<file path="src/rtl/usbtr_pkg.sv">
package usbtr_pkg;
  localparam logic [7:0] PID_SETUP = 8'h2D;
  localparam logic [7:0] PID_OUT   = 8'hE1;
  localparam logic [7:0] PID_IN    = 8'h69;
  localparam logic [7:0] PID_DATA0 = 8'hC3;
  localparam logic [7:0] PID_DATA1 = 8'h4B;
  localparam logic [7:0] PID_ACK   = 8'hD2;
  localparam logic [7:0] PID_NAK   = 8'h5A;
  localparam logic [7:0] TOK_EP1_OUT = 8'hFF;

  typedef enum logic [2:0] {PK_NONE, PK_TOK_SO, PK_TOK_IN, PK_DATA, PK_OTHER} pkt_class_e;
  typedef enum logic [1:0] {RP_NONE, RP_HS, RP_BUF} reply_e;

  // a length field with bit 4 set carries a handshake PID
  function automatic logic field_is_handshake(input logic [7:0] f);
    return f[4];
  endfunction

  // IN endpoint index from the token bytes
  function automatic logic [1:0] in_ep_index(input logic [7:0] b1, input logic [7:0] b2);
    if (!b1[7]) return 2'd0;
    return b2[0] ? 2'd2 : 2'd1;
  endfunction

  // receive area still holds unprocessed data
  function automatic logic rx_pending(input logic [7:0] l);
    return $signed(l) > 8'sd0;
  endfunction
endpackage

</file>
<file path="src/rtl/usbtr_classify.sv">
module usbtr_classify
  import usbtr_pkg::*;
#(
  parameter int LEN_W = 8,
  parameter int ADDR_W = 7,
  parameter int MIN_TOKEN_LEN = 3
) (
  input  logic [LEN_W-1:0]  len,
  input  logic [7:0]        pid,
  input  logic [7:0]        byte1,
  input  logic [ADDR_W-1:0] dev_addr,
  output pkt_class_e        kind,
  output logic              addr_hit
);
  always_comb begin
    if (len < LEN_W'(MIN_TOKEN_LEN)) kind = PK_NONE;
    else if (pid == PID_DATA0 || pid == PID_DATA1) kind = PK_DATA;
    else if (pid == PID_SETUP || pid == PID_OUT) kind = PK_TOK_SO;
    else if (pid == PID_IN) kind = PK_TOK_IN;
    else kind = PK_OTHER;
  end

  assign addr_hit = (byte1[ADDR_W-1:0] == dev_addr);
endmodule

</file>
<file path="src/rtl/usbtr_dispatch.sv">
module usbtr_dispatch
  import usbtr_pkg::*;
#(
  parameter int LEN_W = 8,
  parameter int MIN_STORE_LEN = 4
) (
  input  pkt_class_e       kind,
  input  logic             addr_hit,
  input  logic [7:0]       pid,
  input  logic [7:0]       byte1,
  input  logic [LEN_W-1:0] len,
  input  logic [7:0]       cur_tok,
  input  logic [7:0]       rx_len_q,
  input  logic [7:0]       ep_field,
  output reply_e           reply,
  output logic [7:0]       reply_pid,
  output logic             cur_we,
  output logic [7:0]       cur_new,
  output logic             store,
  output logic             field_clear
);
  always_comb begin
    reply = RP_NONE;
    reply_pid = 8'h00;
    cur_we = 1'b0;
    cur_new = 8'h00;
    store = 1'b0;
    field_clear = 1'b0;
    unique case (kind)
      PK_TOK_SO: begin
        cur_we = 1'b1;
        if (!addr_hit) cur_new = 8'h00;
        else if (pid == PID_OUT && byte1[7]) cur_new = TOK_EP1_OUT;
        else cur_new = pid;
      end
      PK_TOK_IN: begin
        if (!addr_hit) begin
          cur_we = 1'b1;
        end else if (rx_pending(rx_len_q)) begin
          reply = RP_HS;
          reply_pid = PID_NAK;
        end else if (field_is_handshake(ep_field)) begin
          reply = RP_HS;
          reply_pid = ep_field;
        end else begin
          reply = RP_BUF;
          field_clear = 1'b1;
        end
      end
      PK_DATA: begin
        if (cur_tok != 8'h00) begin
          reply = RP_HS;
          if (rx_pending(rx_len_q)) reply_pid = PID_NAK;
          else begin
            reply_pid = PID_ACK;
            store = (len >= LEN_W'(MIN_STORE_LEN));
          end
        end
      end
      PK_OTHER: cur_we = 1'b1;
      default: ;
    endcase
  end
endmodule

</file>
<file path="src/rtl/usbtr_txlen_bank.sv">
module usbtr_txlen_bank
  import usbtr_pkg::*;
#(
  parameter int N_EP = 3,
  parameter int SEL_W = 2
) (
  input  logic                  clk,
  input  logic                  rst_n,
  input  logic                  wr,
  input  logic [SEL_W-1:0]      wr_sel,
  input  logic [7:0]            wr_data,
  input  logic                  clr,
  input  logic [SEL_W-1:0]      clr_sel,
  output logic [N_EP-1:0][7:0]  fields
);
  for (genvar i = 0; i < N_EP; i++) begin : g_ep
    logic clr_hit;
    assign clr_hit = clr && (clr_sel == SEL_W'(i));
    always_ff @(posedge clk) begin
      if (!rst_n) fields[i] <= PID_NAK;
      else if (clr_hit) fields[i] <= PID_NAK;
      else if (wr && wr_sel == SEL_W'(i)) fields[i] <= wr_data;
    end
    // a sent buffer leaves its field at NAK
    a_r10_field_back_to_nak: assert property (@(posedge clk) disable iff (!rst_n)
      clr_hit |=> fields[i] == PID_NAK);
  end
endmodule

</file>
<file path="src/rtl/usbtr_addr_ctrl.sv">
module usbtr_addr_ctrl #(
  parameter int ADDR_W = 7
) (
  input  logic              clk,
  input  logic              rst_n,
  input  logic              addr_wr,
  input  logic [ADDR_W-1:0] addr_wdata,
  input  logic              req_buf,
  input  logic              req_hs,
  input  logic              tx_done,
  output logic [ADDR_W-1:0] dev_addr
);
  logic [ADDR_W-1:0] pend_addr;
  logic              pend_vld;
  logic              last_buf;
  logic              apply_ev;

  assign apply_ev = tx_done && last_buf && pend_vld;

  always_ff @(posedge clk) begin
    if (!rst_n) begin
      pend_addr <= '0;
      pend_vld <= 1'b0;
      last_buf <= 1'b0;
      dev_addr <= '0;
    end else begin
      if (req_buf) last_buf <= 1'b1;
      else if (req_hs || tx_done) last_buf <= 1'b0;
      if (addr_wr) begin
        pend_addr <= addr_wdata;
        pend_vld <= 1'b1;
      end else if (apply_ev) begin
        pend_vld <= 1'b0;
      end
      if (apply_ev) dev_addr <= pend_addr;
    end
  end

  // the address moves only at the end of a buffer transmission
  a_r12_addr_after_buffer: assert property (@(posedge clk) disable iff (!rst_n)
    dev_addr != $past(dev_addr) |-> $past(tx_done) && $past(last_buf));
endmodule

</file>
<file path="src/rtl/usb_token_responder.sv">
module usb_token_responder
  import usbtr_pkg::*;
#(
  parameter int LEN_W = 8,
  parameter int ADDR_W = 7,
  parameter int N_EP = 3,
  parameter int MIN_TOKEN_LEN = 3,
  parameter int MIN_STORE_LEN = 4
) (
  input  logic              clk,
  input  logic              rst_n,
  input  logic              rx_valid,
  input  logic [LEN_W-1:0]  rx_len,
  input  logic [7:0]        rx_pid,
  input  logic [7:0]        rx_byte1,
  input  logic [7:0]        rx_byte2,
  input  logic              txlen_wr,
  input  logic [1:0]        txlen_sel,
  input  logic [7:0]        txlen_wdata,
  input  logic              rx_len_wr,
  input  logic [7:0]        rx_len_wdata,
  input  logic              addr_wr,
  input  logic [ADDR_W-1:0] addr_wdata,
  input  logic              tx_done,
  output logic              tx_req,
  output logic              tx_is_buf,
  output logic [7:0]        tx_pid,
  output logic [1:0]        tx_buf_sel,
  output logic [7:0]        tx_buf_len,
  output logic [7:0]        rx_data_len,
  output logic [7:0]        rx_data_tok,
  output logic              rx_half,
  output logic [ADDR_W-1:0] dev_addr,
  output logic [7:0]        cur_tok
);
  localparam int SEL_W = 2;

  pkt_class_e          kind;
  logic                addr_hit;
  logic [SEL_W-1:0]    ep_sel;
  logic [N_EP-1:0][7:0] fields;
  logic [7:0]          ep_field;
  reply_e              reply;
  logic [7:0]          reply_pid;
  logic                cur_we, store, field_clear;
  logic [7:0]          cur_new;
  // named dispatch events
  logic                ev_store, ev_cur, ev_clear, ev_req_buf, ev_req_hs;

  assign ep_sel = in_ep_index(rx_byte1, rx_byte2);
  assign ep_field = (int'(ep_sel) < N_EP) ? fields[ep_sel] : PID_NAK;

  usbtr_classify #(.LEN_W(LEN_W), .ADDR_W(ADDR_W), .MIN_TOKEN_LEN(MIN_TOKEN_LEN)) u_cls (
    .len(rx_len), .pid(rx_pid), .byte1(rx_byte1), .dev_addr(dev_addr),
    .kind(kind), .addr_hit(addr_hit));

  usbtr_dispatch #(.LEN_W(LEN_W), .MIN_STORE_LEN(MIN_STORE_LEN)) u_dsp (
    .kind(kind), .addr_hit(addr_hit), .pid(rx_pid), .byte1(rx_byte1), .len(rx_len),
    .cur_tok(cur_tok), .rx_len_q(rx_data_len), .ep_field(ep_field),
    .reply(reply), .reply_pid(reply_pid), .cur_we(cur_we), .cur_new(cur_new),
    .store(store), .field_clear(field_clear));

  assign ev_store   = rx_valid && store;
  assign ev_cur     = rx_valid && cur_we;
  assign ev_clear   = rx_valid && field_clear;
  assign ev_req_buf = tx_req && tx_is_buf;
  assign ev_req_hs  = tx_req && !tx_is_buf;

  usbtr_txlen_bank #(.N_EP(N_EP), .SEL_W(SEL_W)) u_bank (
    .clk(clk), .rst_n(rst_n), .wr(txlen_wr), .wr_sel(txlen_sel), .wr_data(txlen_wdata),
    .clr(ev_clear), .clr_sel(ep_sel), .fields(fields));

  usbtr_addr_ctrl #(.ADDR_W(ADDR_W)) u_addr (
    .clk(clk), .rst_n(rst_n), .addr_wr(addr_wr), .addr_wdata(addr_wdata),
    .req_buf(ev_req_buf), .req_hs(ev_req_hs), .tx_done(tx_done), .dev_addr(dev_addr));

  always_ff @(posedge clk) begin
    if (!rst_n) begin
      tx_req <= 1'b0;
      tx_is_buf <= 1'b0;
      tx_pid <= 8'h00;
      tx_buf_sel <= '0;
      tx_buf_len <= 8'h00;
      cur_tok <= 8'h00;
      rx_data_len <= 8'h00;
      rx_data_tok <= 8'h00;
      rx_half <= 1'b0;
    end else begin
      tx_req <= rx_valid && (reply != RP_NONE);
      if (rx_valid && reply != RP_NONE) begin
        tx_is_buf <= (reply == RP_BUF);
        tx_pid <= reply_pid;
        tx_buf_sel <= ep_sel;
        tx_buf_len <= ep_field;
      end
      if (ev_cur) cur_tok <= cur_new;
      if (ev_store) begin
        rx_data_len <= 8'(rx_len);
        rx_data_tok <= cur_tok;
        rx_half <= ~rx_half;
      end else if (rx_len_wr) begin
        rx_data_len <= rx_len_wdata;
      end
    end
  end

  // every request answers the packet of the previous cycle
  a_r11_req_after_packet: assert property (@(posedge clk) disable iff (!rst_n)
    tx_req |-> $past(rx_valid));
  // the request is a single pulse
  a_r11_req_single: assert property (@(posedge clk) disable iff (!rst_n)
    tx_req |=> !tx_req);
  // handshake requests always carry a PID with bit 4 set
  a_r10_hs_pid_form: assert property (@(posedge clk) disable iff (!rst_n)
    (tx_req && !tx_is_buf) |-> tx_pid[4]);
  // the buffer half changes only when a packet was taken in
  a_r7_half_on_packet: assert property (@(posedge clk) disable iff (!rst_n)
    rx_half != $past(rx_half) |-> $past(rx_valid));
  // no buffer index beyond the endpoint count
  a_r9_sel_range: assert property (@(posedge clk) disable iff (!rst_n)
    (tx_req && tx_is_buf) |-> int'(tx_buf_sel) < N_EP);
endmodule

</file>
<file path="config.mk">
export PLATFORM = sky130hd
export DESIGN_NAME = usb_token_responder
export DESIGN_NICKNAME = d
export VERILOG_FILES = /design/src/rtl/usbtr_pkg.sv /design/src/rtl/usbtr_classify.sv /design/src/rtl/usbtr_dispatch.sv /design/src/rtl/usbtr_txlen_bank.sv /design/src/rtl/usbtr_addr_ctrl.sv /design/src/rtl/usb_token_responder.sv
export SDC_FILE = /design/constraint.sdc
export NUM_CORES = 1
export LEC_CHECK = 0
export ABC_AREA = 1
export BUFFER_PORTS_ARGS = -buffer_cell sky130_fd_sc_hd__buf_4
export CORE_MARGIN = 5
export CORE_UTILIZATION = 47
export DETAILED_ROUTE_END_ITERATION = 10
export PLACE_DENSITY = 0.76
export SKIP_LAST_GASP = 1
export SYNTH_ARGS = -nofsm -noshare
export SYNTH_HDL_FRONTEND = slang
export SYNTH_HIERARCHICAL = 1
export SYNTH_SLANG_ARGS = --single-unit
</file>
<file path="constraint.sdc">
create_clock -name clk -period 1.7 [get_ports clk]
set_input_delay 0.17 -clock clk [delete_from_list [all_inputs] [get_ports clk]]
set_output_delay 0.17 -clock clk [all_outputs]
set_load 0.02 [all_outputs]
</file>
==> results of run 1 <==
==> synthesized netlist by cell type, drive strengths merged <==
master / instances
nand3: 58
xnor2: 3
inv: 56
nand2: 117
nand4: 20
clkinv: 1
nor2: 128
dfxtp: 85
buf: 14
xor2: 5
nor3: 4
a21oi: 38
nand2b: 1
clkbuf: 7
o211ai: 1
o21ai: 51
nand3b: 1
==> flip-flops by register name, summed over array words and instances (netlist names) <==
| name | flops |
|---|---|
| tx_req | 1 |
| u_addr/dev_addr | 7 |
| u_addr/pend_addr | 7 |
| tx_buf_len | 8 |
| tx_pid | 8 |
| u_addr/last_buf | 1 |
| rx_half | 1 |
| u_bank/fields | 24 |
| u_addr/pend_vld | 1 |
| rx_data_len | 8 |
| rx_data_tok | 8 |
| tx_is_buf | 1 |
| cur_tok | 8 |
| tx_buf_sel | 2 |
==> cell families after synthesis <==
logic type	share of synthesized area
simple gates	0.3581
compound gates	0.1150
flops	0.4181
buf+inv	0.09161
xor+xnor	0.01722
==> worst register-to-register path: cells and delay by family (launching register included) <==
kind | cells | cell delay, ns
AO/OA/AOI/OAI | 2 | 0.18
XOR/XNOR | 1 | 0.14
AND/OR/NAND/NOR | 8 | 0.87
buffers and inverters | 2 | 0.25
flip-flops | 1 | 0.35
==> what timing repair did <==
item	4_1_cts	5_1_grt
pin swaps	24	21
gates resized for setup	31	33
buffers inserted	2	3
endpoints found under the setup margin	53	68
==> cells in the final DEF (no fill, tap or decap), drive strengths merged, types with 5 or more instances in the layout <==
cell,instances
a21oi,38
buf,152
clkbuf,10
dfxtp,85
inv,56
nand2,117
nand3,58
nand4,20
nor2,128
o21ai,51
xor2,5
==> cell type report <==
type                       instances  area, um^2
timing repair buffer             152        1164
multi-input combinational        427        2191
sequential                        85        1713
fill                             734        2964
tap                              108       135.1
inverter                          57       225.2
clock inverter                     6       73.82
clock buffer                      10       127.6
==> layer usage <==
metal,vias up,global-route usage
met4,0,0.05677
met3,10,0.02571
met2,90,0.3518
li1,2192,-
met5,-,0
met1,1968,0.2594
==> how the worst min path moves through the flow <==
stage | slack, ns | to
global route | 0.04 | u_addr/pend_addr[2]$_SDFFE_PN0P_
global placement | 0.39 | u_addr/pend_addr[4]$_SDFFE_PN0P_
detailed placement | 0.40 | u_addr/pend_addr[2]$_SDFFE_PN0P_
floorplan | 0.30 | tx_pid[7]$_SDFFE_PN0P_
finish | 0.04 | u_addr/pend_addr[5]$_SDFFE_PN0P_
CTS | 0.04 | u_addr/pend_addr[2]$_SDFFE_PN0P_
==> power by group through the flow <==
stage	Sequential, mW	Clock, mW	Combinational (mW)
3_5_place_dp	2.13	0	0.540
2_1_floorplan	2.15	0	0.277
3_3_place_gp	2.13	0	0.526
4_1_cts	2.09	1.46	0.554
6_report	2.09	1.45	0.570
5_1_grt	2.10	1.55	0.628
==> metrics.txt, run 1 <==
# TYPE chip_impl_metric gauge
chip_impl_info{name="run_status",value="finished with violations"} 1
chip_impl_info{name="failed_checks",value="setup timing"} 1
chip_impl_metric{name="total_negative_slack_for_setup_checks",unit="ns"} -2.716
chip_impl_metric{name="comb_power_share",unit=""} 0.139
chip_impl_metric{name="synth_top_cell_area_share",unit=""} 0.4181
chip_impl_metric{name="synth-seq-cells",unit=""} 85
chip_impl_metric{name="period_share",unit=""} 1.080
chip_impl_metric{name="reg2reg_depth",unit=""} 13
chip_impl_metric{name="slew_violations",unit=""} 0
chip_impl_metric{name="postSynthNetCount",unit=""} 654
chip_impl_metric{name="clock_sink_count",unit=""} 85
chip_impl_info{name="min_from",value="addr_wdata[5]"} 1
chip_impl_info{name="sequence_of_cells_on_the_critical_path",value="xor2_1, nor2_1, nand2_1, nor2_4, nand3_2, inv_2, o21ai_1, nand2_1, nand2_2, nand2_4, buf_6, nand2_1, a21oi_2"} 1
chip_impl_metric{name="leakage",unit="nW"} 2.725
chip_impl_metric{name="total_power",unit="mW"} 4.104
chip_impl_metric{name="slowest_delay",unit="ns"} 0.35
chip_impl_info{name="largest_delay_contributor_family_on_the_critical_path",value="simple AND/OR/NAND/NOR gates"} 1
chip_impl_metric{name="routedLengthMet1",unit="um"} 4796
chip_impl_info{name="cell_taking_the_most_area_after_synthesis",value="dfxtp_1"} 1
chip_impl_metric{name="floorplan.die_area",unit="um^2"} 10620
chip_impl_metric{name="synthesis.area_per_instance",unit="um^2"} 6.899
chip_impl_metric{name="clkSlewWorstSetupHoldPaths",unit="ns"} 0.09
chip_impl_metric{name="grt_start_max_net_pins",unit=""} 38
chip_impl_metric{name="cts-buffers-inserted",unit=""} 9
chip_impl_metric{name="post_route_cells_drive_above_1_share",unit=""} 0.3297
chip_impl_metric{name="min_period",unit="ns"} 1.837
chip_impl_info{name="post_synth_main_area_contributors",value="dfxtp_1 (42%), nor2_1 (11%), nand2_1 (10%)"} 1
chip_impl_metric{name="placedInstanceArea",unit="um^2"} 5191
chip_impl_info{name="r2r_end",value="tx_pid[1]$_SDFFE_PN0P_"} 1
chip_impl_metric{name="worst-path-max-fanout",unit=""} 6
chip_impl_metric{name="switching_share",unit=""} 0.2735
chip_impl_metric{name="drt_iter0_drc",unit=""} 161
chip_impl_info{name="crit_path_start_kind",value="flop"} 1
chip_impl_metric{name="timing.critical_path.arrival",unit="ns"} 2.13
chip_impl_metric{name="synthDistinctLibCells",unit=""} 31
chip_impl_metric{name="synthesis.area",unit="um^2"} 4070
chip_impl_metric{name="worst-slew-pin-transition",unit="ns"} 0.4153
chip_impl_metric{name="power_share_of_the_clock_group",unit=""} 0.352
chip_impl_metric{name="wire_per_inst",unit="um"} 13.11
chip_impl_info{name="worst_setup_path_startpoint",value="u_addr/dev_addr[2]$_SDFFE_PN0P_"} 1
chip_impl_metric{name="max_cap_check_violation_count",unit=""} 0
chip_impl_metric{name="max-vdd-ir-drop",unit="uV"} 349.0
chip_impl_metric{name="whs",unit="ns"} 0.03633
chip_impl_metric{name="gpl.final_weighted_congestion",unit=""} 0.8370
chip_impl_metric{name="die_height",unit="um"} 103.1
chip_impl_info{name="critical_path.slowest_cell",value="dfxtp_4"} 1
chip_impl_metric{name="groute.usage.overall",unit=""} 0.2010
chip_impl_metric{name="timing.critical_path.required",unit="ns"} 1.99
chip_impl_metric{name="number_of_buffers_inserted_by_port_buffering",unit=""} 108
chip_impl_metric{name="fin_worst_skew",unit="ns"} 0.01164
chip_impl_metric{name="nets",unit=""} 796
chip_impl_metric{name="yosysWarningCount",unit=""} 6
chip_impl_metric{name="max_clock_freq",unit="MHz"} 544.4
chip_impl_metric{name="area_growth",unit="%"} 38.30
chip_impl_metric{name="clk_path_buf_depth",unit=""} 2
chip_impl_metric{name="number_of_global_route_vias_before_repair",unit=""} 3880
chip_impl_metric{name="clock_insertion_delay_at_the_later_pin_of_the_skew_report",unit="ns"} 0.35
chip_impl_info{name="clockRootBuffer",value="clkbuf_8"} 1
chip_impl_metric{name="detail_route.wirelength",unit="um"} 11080
chip_impl_metric{name="grt_antenna_before_repair",unit=""} 0
chip_impl_metric{name="met2_wl_post_dr",unit="um"} 5597
chip_impl_info{name="cts_tree",value="built"} 1
chip_impl_metric{name="num_antenna_cells",unit=""} 0
chip_impl_metric{name="core",unit="um^2"} 8593
chip_impl_metric{name="cp.depth",unit=""} 13
chip_impl_metric{name="grt_overflow_total",unit=""} 0
chip_impl_metric{name="seqPwrFrac",unit=""} 0.509
chip_impl_info{name="setup.worst_path.end",value="tx_pid[1]$_SDFFE_PN0P_"} 1
chip_impl_info{name="crit_path_end_kind",value="flop"} 1
chip_impl_info{name="hold_path.class",value="input port to flop"} 1
chip_impl_metric{name="cellPowerDensity",unit="nW/um^2"} 729.0
chip_impl_metric{name="cts_hold_repair.buffers",unit=""} 0
chip_impl_metric{name="whs_path_depth",unit=""} 3
chip_impl_metric{name="finalSetupViolations",unit=""} 46
chip_impl_metric{name="grt_first_pass_wirelength",unit="um"} 17260
chip_impl_metric{name="post-place-cells",unit=""} 824
chip_impl_metric{name="critical_path_buf_inv_count",unit=""} 2
chip_impl_metric{name="pre_cts_slack",unit="ns"} -0.3575
chip_impl_metric{name="met3_wirelength",unit="um"} 591
chip_impl_metric{name="finalWorstSetupSlack",unit="ns"} -0.1368
chip_impl_metric{name="worst_reg2reg_setup_slack",unit="ns"} -0.14
chip_impl_metric{name="hold_viol",unit=""} 0
chip_impl_info{name="rsz0062_at_grt",value="true"} 1
chip_impl_metric{name="layout.cells.non_filler",unit=""} 845
chip_impl_metric{name="detail-route-antenna-nets",unit=""} 0
chip_impl_info{name="criticalPathCategory",value="flop to flop"} 1
chip_impl_metric{name="firstDrtPassIters",unit=""} 4
chip_impl_metric{name="num_rows",unit=""} 34
chip_impl_metric{name="final_area",unit="um^2"} 5629
chip_impl_info{name="critPathMostFrequentCell",value="nand2_1"} 1
chip_impl_metric{name="fin_util",unit=""} 0.6551
chip_impl_info{name="rr_startpoint",value="u_addr/dev_addr[2]$_SDFFE_PN0P_"} 1
chip_impl_metric{name="drcViolationCount",unit=""} 0
chip_impl_info{name="route.top_layer_used",value="met4"} 1
chip_impl_metric{name="post_synth_inst_count",unit=""} 590
chip_impl_metric{name="io-pin-count",unit=""} 116
chip_impl_metric{name="slew-limit-headroom",unit=""} 0.7229
chip_impl_metric{name="route.vias.total",unit=""} 4260
chip_impl_metric{name="clock_tree.htree_level_count",unit=""} 3
chip_impl_metric{name="chipWidth",unit="um"} 103.1
chip_impl_metric{name="post-dp-hpwl",unit="um"} 8326
chip_impl_metric{name="start_util",unit=""} 0.4736
chip_impl_metric{name="routed_via_density",unit=""} 5.041
chip_impl_metric{name="share_of_synthesized_area_occupied_by_flip_flops_and_latches",unit=""} 0.4181
chip_impl_metric{name="power.net_switching",unit="mW"} 1.122
chip_impl_metric{name="power_report.internal_total",unit="mW"} 2.981
Power figures use the tool's default switching activity.
==> run 2, diff against run 1 <==
--- a/config.mk
+++ b/config.mk
@@ -9,8 +9,10 @@
 export BUFFER_PORTS_ARGS = -buffer_cell sky130_fd_sc_hd__buf_4
 export CORE_MARGIN = 5
 export CORE_UTILIZATION = 47
+export CTS_CLUSTER_DIAMETER = 40
 export DETAILED_ROUTE_END_ITERATION = 10
-export PLACE_DENSITY = 0.76
+export HOLD_SLACK_MARGIN = 0.06
+export PLACE_DENSITY = 0.83
 export SKIP_LAST_GASP = 1
 export SYNTH_ARGS = -nofsm -noshare
 export SYNTH_HDL_FRONTEND = slang
==> run 2 against run 1 <==
  * The run still ends with setup timing left
  * Maximum frequency shrank 3.5%
  * Critical path depth is the same
  * Clock-buffer cell count is the same
  * Via count up 6.1%
  * Flip-flop and latch count stayed put
  * Final cell count grew 2.5%
  * Global-route usage increased by 0.98 points
  * Sequential power barely moved
  * Die area did not move
  * Utilization rose by 3.6 points
  * Largest cell class unchanged
  * Largest power group unchanged
==> metrics.txt, run 2 (synthesized netlist as in run 1, its figures left out) <==
# TYPE chip_impl_metric gauge
chip_impl_info{name="most_frequent_cells_in_the_layout",value="buf_4 (153), nor2_1 (108), nand2_1 (98)"} 1
chip_impl_metric{name="num_antenna_cells",unit=""} 0
chip_impl_metric{name="drcViolationCount",unit=""} 0
chip_impl_metric{name="firstDrtPassIters",unit=""} 5
chip_impl_metric{name="post-place-cells",unit=""} 824
chip_impl_metric{name="timing.critical_path.arrival",unit="ns"} 2.12
chip_impl_metric{name="multiInputGateArea",unit="um^2"} 2220
chip_impl_metric{name="clock_sink_count",unit=""} 85
chip_impl_info{name="rsz0062_at_grt",value="true"} 1
chip_impl_metric{name="wire_per_inst",unit="um"} 14.19
chip_impl_metric{name="cts-buffers-inserted",unit=""} 9
chip_impl_metric{name="route.vias.total",unit=""} 4520
chip_impl_metric{name="timing.critical_path.required",unit="ns"} 1.92
chip_impl_metric{name="max-vdd-ir-drop",unit="uV"} 482.9
chip_impl_metric{name="clkSlewWorstSetupHoldPaths",unit="ns"} 0.09
chip_impl_metric{name="met2_wl_post_dr",unit="um"} 6337
chip_impl_metric{name="chipWidth",unit="um"} 103.1
chip_impl_metric{name="die_height",unit="um"} 103.1
chip_impl_metric{name="floorplan.die_area",unit="um^2"} 10620
chip_impl_metric{name="grt_antenna_before_repair",unit=""} 0
chip_impl_info{name="crit_path_end_kind",value="flop"} 1
chip_impl_metric{name="fin_util",unit=""} 0.6913
chip_impl_info{name="cts_tree",value="built"} 1
chip_impl_metric{name="layout.cells.non_filler",unit=""} 866
chip_impl_metric{name="grt_overflow_total",unit=""} 0
chip_impl_metric{name="clock_insertion_delay_at_the_later_pin_of_the_skew_report",unit="ns"} 0.35
chip_impl_metric{name="period_share",unit=""} 1.119
chip_impl_metric{name="grt_first_pass_wirelength",unit="um"} 18000
chip_impl_info{name="failed_checks",value="setup timing"} 1
chip_impl_info{name="route.top_layer_used",value="met4"} 1
chip_impl_info{name="leading_cell_type_in_the_layout_fill_and_taps_excluded",value="buf_4"} 1
chip_impl_metric{name="finalWorstSetupSlack",unit="ns"} -0.2026
chip_impl_metric{name="groute.usage.overall",unit=""} 0.2108
chip_impl_metric{name="final.fill_count",unit=""} 689
chip_impl_metric{name="nets",unit=""} 817
chip_impl_info{name="crit_path_start_kind",value="flop"} 1
chip_impl_metric{name="clk_path_buf_depth",unit=""} 2
chip_impl_metric{name="number_of_global_route_vias_before_repair",unit=""} 4091
chip_impl_metric{name="worst-slew-pin-transition",unit="ns"} 0.4171
chip_impl_metric{name="hold_viol",unit=""} 0
chip_impl_metric{name="leakage",unit="nW"} 2.859
chip_impl_metric{name="fin_worst_skew",unit="ns"} 0.009192
chip_impl_info{name="hold_path.class",value="input port to flop"} 1
chip_impl_metric{name="detail_route.wirelength",unit="um"} 12290
chip_impl_metric{name="worst-path-max-fanout",unit=""} 19
chip_impl_metric{name="number_of_buffers_inserted_by_port_buffering",unit=""} 108
chip_impl_metric{name="num_rows",unit=""} 34
chip_impl_metric{name="routedLengthMet1",unit="um"} 4831
chip_impl_metric{name="largest_register_ff_count",unit=""} 24
chip_impl_info{name="run_status",value="finished with violations"} 1
chip_impl_metric{name="core",unit="um^2"} 8593
chip_impl_metric{name="whs",unit="ns"} 0.07807
chip_impl_metric{name="gpl.final_weighted_congestion",unit=""} 0.9043
chip_impl_metric{name="drt_iter0_drc",unit=""} 233
chip_impl_metric{name="start_util",unit=""} 0.4736
chip_impl_metric{name="max_clock_freq",unit="MHz"} 525.6
chip_impl_metric{name="post-dp-hpwl",unit="um"} 8686
chip_impl_metric{name="grt_start_max_net_pins",unit=""} 38
chip_impl_metric{name="post_route_cells_drive_above_1_share",unit=""} 0.3430
chip_impl_metric{name="io-pin-count",unit=""} 116
chip_impl_metric{name="max_cap_check_violation_count",unit=""} 0
chip_impl_info{name="criticalPathCategory",value="flop to flop"} 1
chip_impl_metric{name="detail-route-antenna-nets",unit=""} 0
chip_impl_metric{name="ff_latch_area",unit="um^2"} 1713
chip_impl_metric{name="clock_tree.htree_level_count",unit=""} 3
chip_impl_metric{name="slew-limit-headroom",unit=""} 0.7216
chip_impl_metric{name="finalSetupViolations",unit=""} 51
chip_impl_metric{name="slew_violations",unit=""} 0
chip_impl_info{name="registers.top_by_ff_count",value="u_bank/fields"} 1
chip_impl_metric{name="min_period",unit="ns"} 1.903
chip_impl_info{name="clockRootBuffer",value="clkbuf_8"} 1
chip_impl_metric{name="cellPowerDensity",unit="nW/um^2"} 722.8
chip_impl_metric{name="met3_wirelength",unit="um"} 789
chip_impl_metric{name="area_growth",unit="%"} 45.96
chip_impl_metric{name="routed_via_density",unit=""} 5.219
run 2: cell types whose count changed in the layout (fill, tap and decap cells not counted), moves of 4 or more:
cell,previous run,this run
buf_12,0,5
o21ai_0,24,28
nor2_4,5,9
nor2_1,117,108
nor2_2,5,10
dlygate4sd3_1,0,12
buf_4,147,153
o21ai_2,6,2
run 2: repair_timing:
action                     4_1_cts  5_1_grt
resized for setup               27       43
hold endpoints to repair        12        0
gates cloned                     1        1
setup endpoints to repair       43       68
pin swaps                       26       21
hold buffers                    12        0
buffers inserted                 6        9
run 2: path summary, 6_finish.rpt:
check                                        from  cells past startpoint                           to  slack (ns)
hold / removal                    rx_len_wdata[2]                      3  rx_data_len[2]$_SDFFE_PN0P_        0.08
setup / recovery  u_addr/dev_addr[4]$_SDFFE_PN0P_                     13   tx_buf_sel[0]$_SDFFE_PN0P_       -0.20
hold reg to reg            tx_pid[0]$_SDFFE_PN0P_                      2       tx_pid[0]$_SDFFE_PN0P_        0.47
setup reg to reg  u_addr/dev_addr[4]$_SDFFE_PN0P_                     13   tx_buf_sel[0]$_SDFFE_PN0P_       -0.20
run 2: stage by stage:
step | TNS (ns) | worst slack [ns] | power, mW | area (um^2)
after global placement | -14.40 | -0.2928 | 2.655 | 5229
after detailed placement | -18.77 | -0.3862 | 2.677 | 5229
after floorplan | -1.297 | -0.09024 | 2.427 | 4128
after CTS | -3.405 | -0.1312 | 4.282 | 5743
final | -4.596 | -0.2026 | 4.294 | 5941
after global routing | -11.26 | -0.3008 | 4.468 | 5941
run 2: power breakdown:
group,internal (mW),total [mW],switching (mW)
logic,0.273,0.616,0.343
clock network,0.865,1.59,0.722
registers,2.05,2.09,0.0442
total,3.18,4.29,1.11
run 2: final cells by class:
type	count	area share
Clock buffer	10	0.02317
Clock inverter	6	0.01453
Inverter	57	0.03917
Multi-Input combinational cell	427	0.3736
Sequential cell	85	0.2883
Tap cell	108	0.02275
Timing Repair Buffer	173	0.2384
run 2: critical path: stages (launching register included):
cell and delay [ns]:
dfxtp_2 0.34, xnor2_2 0.17, nand3_2 0.13, nor2_4 0.15
nand3_2 0.10, inv_2 0.11, o21ai_2 0.07, nand2_1 0.13
nand2_2 0.10, nand2_4 0.12, buf_12 0.13, inv_12 0.06
nand2_1 0.08, a21oi_2 0.06
run 2: metal layers:
layer,global-route usage,vias to the layer above
met1,0.2459,2087
li1,-,2226
met2,0.3749,173
met3,0.03789,34
met5,0,-
met4,0.09363,0
==> run 3, diff against run 2 <==
--- a/config.mk
+++ b/config.mk
@@ -7,8 +7,10 @@
 export LEC_CHECK = 0
 export ABC_AREA = 1
 export BUFFER_PORTS_ARGS = -buffer_cell sky130_fd_sc_hd__buf_4
+export CELL_PAD_IN_SITES_DETAIL_PLACEMENT = 2
+export CELL_PAD_IN_SITES_GLOBAL_PLACEMENT = 2
 export CORE_MARGIN = 5
-export CORE_UTILIZATION = 47
+export CORE_UTILIZATION = 25
 export CTS_CLUSTER_DIAMETER = 40
 export DETAILED_ROUTE_END_ITERATION = 10
 export HOLD_SLACK_MARGIN = 0.06
==> run 3 against run 2 <==
  * The run still ends with setup timing left
  * Global-route usage fell by 1.8 points
  * Sequential power about the same
  * Largest power group is now clock
  * Combinational power is 10% higher
  * Worst hold slack hardly changed
  * Non-clock buffer count rose by 2
  * Register-to-register slack got worse by 0.06 ns
  * First-iteration DRC count decreased by 27%
  * Via count is 3.8% higher
  * Die area up 78%
  * Maximum frequency decreased by 3.1%
  * Final cell count up 13%
  * Flip-flop and latch count unchanged
==> metrics.txt, run 3 (synthesized netlist as in run 1, its figures left out) <==
# TYPE chip_impl_metric gauge
chip_impl_metric{name="slew_violations",unit=""} 0
chip_impl_metric{name="slew-limit-headroom",unit=""} 0.6394
chip_impl_metric{name="clkSlewWorstSetupHoldPaths",unit="ns"} 0.07
chip_impl_info{name="hold_path.class",value="input port to flop"} 1
chip_impl_info{name="cts_tree",value="built"} 1
chip_impl_metric{name="final_area",unit="um^2"} 6261
chip_impl_metric{name="number_of_buffers_inserted_by_port_buffering",unit=""} 108
chip_impl_metric{name="post-dp-hpwl",unit="um"} 13030
chip_impl_metric{name="clock_insertion_delay_at_the_later_pin_of_the_skew_report",unit="ns"} 0.35
chip_impl_metric{name="grt_start_max_net_pins",unit=""} 42
chip_impl_metric{name="num_antenna_cells",unit=""} 0
chip_impl_metric{name="routed_via_density",unit=""} 4.805
chip_impl_metric{name="area_growth",unit="%"} 53.83
chip_impl_metric{name="grt_overflow_total",unit=""} 0
chip_impl_info{name="largest_delay_contributor_family_on_the_critical_path",value="simple AND/OR/NAND/NOR gates"} 1
chip_impl_metric{name="clock_sink_count",unit=""} 85
chip_impl_metric{name="cts-buffers-inserted",unit=""} 9
chip_impl_metric{name="period_share",unit=""} 1.155
chip_impl_metric{name="min_period",unit="ns"} 1.964
chip_impl_metric{name="clk_path_buf_depth",unit=""} 2
chip_impl_metric{name="wire_per_inst",unit="um"} 19.59
chip_impl_metric{name="io-pin-count",unit=""} 116
chip_impl_metric{name="nets",unit=""} 819
chip_impl_info{name="failed_checks",value="setup timing"} 1
chip_impl_metric{name="route.vias.total",unit=""} 4690
chip_impl_metric{name="finalSetupViolations",unit=""} 67
chip_impl_metric{name="detail-route-antenna-nets",unit=""} 0
chip_impl_metric{name="floorplan.die_area",unit="um^2"} 18930
chip_impl_info{name="critical_path.slowest_cell",value="dfxtp_4"} 1
chip_impl_metric{name="core",unit="um^2"} 15940
chip_impl_metric{name="slowest_delay",unit="ns"} 0.35
chip_impl_metric{name="worst-path-max-fanout",unit=""} 5
chip_impl_metric{name="groute.usage.overall",unit=""} 0.1926
chip_impl_metric{name="grt_antenna_before_repair",unit=""} 0
chip_impl_info{name="criticalPathCategory",value="flop to flop"} 1
chip_impl_metric{name="max_clock_freq",unit="MHz"} 509.2
chip_impl_metric{name="timing.critical_path.required",unit="ns"} 1.97
chip_impl_metric{name="max_cap_check_violation_count",unit=""} 0
chip_impl_metric{name="fin_util",unit=""} 0.3927
chip_impl_metric{name="die_height",unit="um"} 137.6
chip_impl_metric{name="clock_tree.htree_level_count",unit=""} 3
chip_impl_info{name="leading_cell_type_in_the_layout_fill_and_taps_excluded",value="buf_4"} 1
chip_impl_info{name="most_frequent_cells_in_the_layout",value="buf_4 (158), nor2_1 (114), nand2_1 (92)"} 1
chip_impl_info{name="run_status",value="finished with violations"} 1
chip_impl_metric{name="placedInstanceArea",unit="um^2"} 5381
chip_impl_metric{name="hold_viol",unit=""} 0
chip_impl_metric{name="finalWorstSetupSlack",unit="ns"} -0.2637
chip_impl_metric{name="detail_route.wirelength",unit="um"} 19120
chip_impl_metric{name="max-vdd-ir-drop",unit="uV"} 416.9
chip_impl_metric{name="gpl.final_weighted_congestion",unit=""} 0.7942
chip_impl_metric{name="drcViolationCount",unit=""} 0
chip_impl_metric{name="fin_worst_skew",unit="ns"} 0.009087
chip_impl_info{name="crit_path_end_kind",value="flop"} 1
chip_impl_metric{name="critical_path_buf_inv_count",unit=""} 2
chip_impl_metric{name="start_util",unit=""} 0.2553
chip_impl_metric{name="leakage",unit="nW"} 2.981
chip_impl_metric{name="timing.critical_path.arrival",unit="ns"} 2.23
chip_impl_metric{name="worst-slew-pin-transition",unit="ns"} 0.5403
chip_impl_info{name="rsz0062_at_grt",value="true"} 1
chip_impl_metric{name="num_rows",unit=""} 46
chip_impl_metric{name="grt_first_pass_wirelength",unit="um"} 27910
chip_impl_metric{name="drt_iter0_drc",unit=""} 171
chip_impl_metric{name="firstDrtPassIters",unit=""} 5
chip_impl_metric{name="largest_register_ff_count",unit=""} 24
chip_impl_metric{name="number_of_global_route_vias_before_repair",unit=""} 5165
chip_impl_metric{name="post_route_cells_drive_above_1_share",unit=""} 0.3684
chip_impl_metric{name="chipWidth",unit="um"} 137.6
chip_impl_info{name="registers.top_by_ff_count",value="u_bank/fields"} 1
chip_impl_info{name="sequence_of_cells_on_the_critical_path",value="xor2_1, nor2_1, nand2_1, nor2_4, nand3_4, inv_4, nand2_4, nor2_4, nand2_2, nand2_4, buf_6, nand2_2, a21oi_2"} 1
chip_impl_info{name="clockRootBuffer",value="clkbuf_16"} 1
chip_impl_info{name="crit_path_start_kind",value="flop"} 1
chip_impl_metric{name="cellPowerDensity",unit="nW/um^2"} 812.2
run 3: cell types whose count changed in the layout (fill, tap and decap cells not counted), moves of 6 or more:
cell and delta:
a21oi_1 -9, a21oi_2 +9, clkbuf_16 +9, clkbuf_8 -9
nand2_1 -6, nor2_1 +6
run 3: final cells by class:
class | instances | area [um^2]
Tap cell | 216 | 270.3
Timing Repair Buffer | 175 | 1411
Inverter | 57 | 231.5
Fill cell | 1847 | 9682
Sequential cell | 85 | 1713
Clock buffer | 12 | 246.5
Clock inverter | 4 | 95.09
Multi-Input combinational cell | 427 | 2293
run 3: path summary, 6_finish.rpt:
check,start,end,slack (ns),cells past startpoint
hold / removal,rx_len_wdata[1],rx_data_len[1]$_SDFFE_PN0P_,0.08,3
setup / recovery,u_addr/dev_addr[2]$_SDFFE_PN0P_,tx_pid[0]$_SDFFE_PN0P_,-0.26,13
hold reg to reg,u_bank/fields[13]$_SDFFE_PP0P_,u_bank/fields[13]$_SDFFE_PP0P_,0.47,2
setup reg to reg,u_addr/dev_addr[2]$_SDFFE_PN0P_,tx_pid[0]$_SDFFE_PN0P_,-0.26,13
run 3: what timing repair did:
| item | in CTS | in global routing |
|---|---|---|
| buffers inserted | 10 | 5 |
| resized for setup | 47 | 49 |
| hold endpoints to repair | 8 | 0 |
| endpoints found under the setup margin | 66 | 69 |
| pin swaps | 32 | 24 |
| hold buffers | 8 | 0 |
| gates cloned | 0 | 1 |
run 3: layer usage:
| metal | wire length, um | share of wire | vias up | global-route usage |
|---|---|---|---|---|
| met3 | 845 | 0.044 | 37 | 0.04346 |
| met4 | 510 | 0.027 | 0 | 0.06430 |
| li1 | - | - | 2241 | - |
| met5 | 0 | 0 | - | 0 |
| met2 | 10540 | 0.55 | 114 | 0.3720 |
| met1 | 7225 | 0.38 | 2298 | 0.2031 |
run 3: stage by stage:
step                      worst slack, ns  power (mW)  cells  hold slack [ns]  setup TNS, ns
after floorplan                  -0.09024       2.427    590           0.2990         -1.297
final                             -0.2637       5.085    976          0.07763         -9.733
after global routing              -0.3405       5.295    976          0.08437         -15.09
after detailed placement          -0.4562       2.736    936           0.4162         -25.16
after global placement            -0.2807       2.692    936           0.3981         -15.24
after CTS                         -0.1529       5.107    970          0.06516         -4.527
run 3: tightest hold or removal path: stages:
cell     delay, ns
buf_4         0.08
a21oi_1       0.06
nor2_1        0.07
run 3: power by group:
group          internal, mW  total, mW  switching, mW
sequential             2.05       2.10         0.0501
combinational         0.276      0.678          0.402
clock                  1.48       2.31          0.831
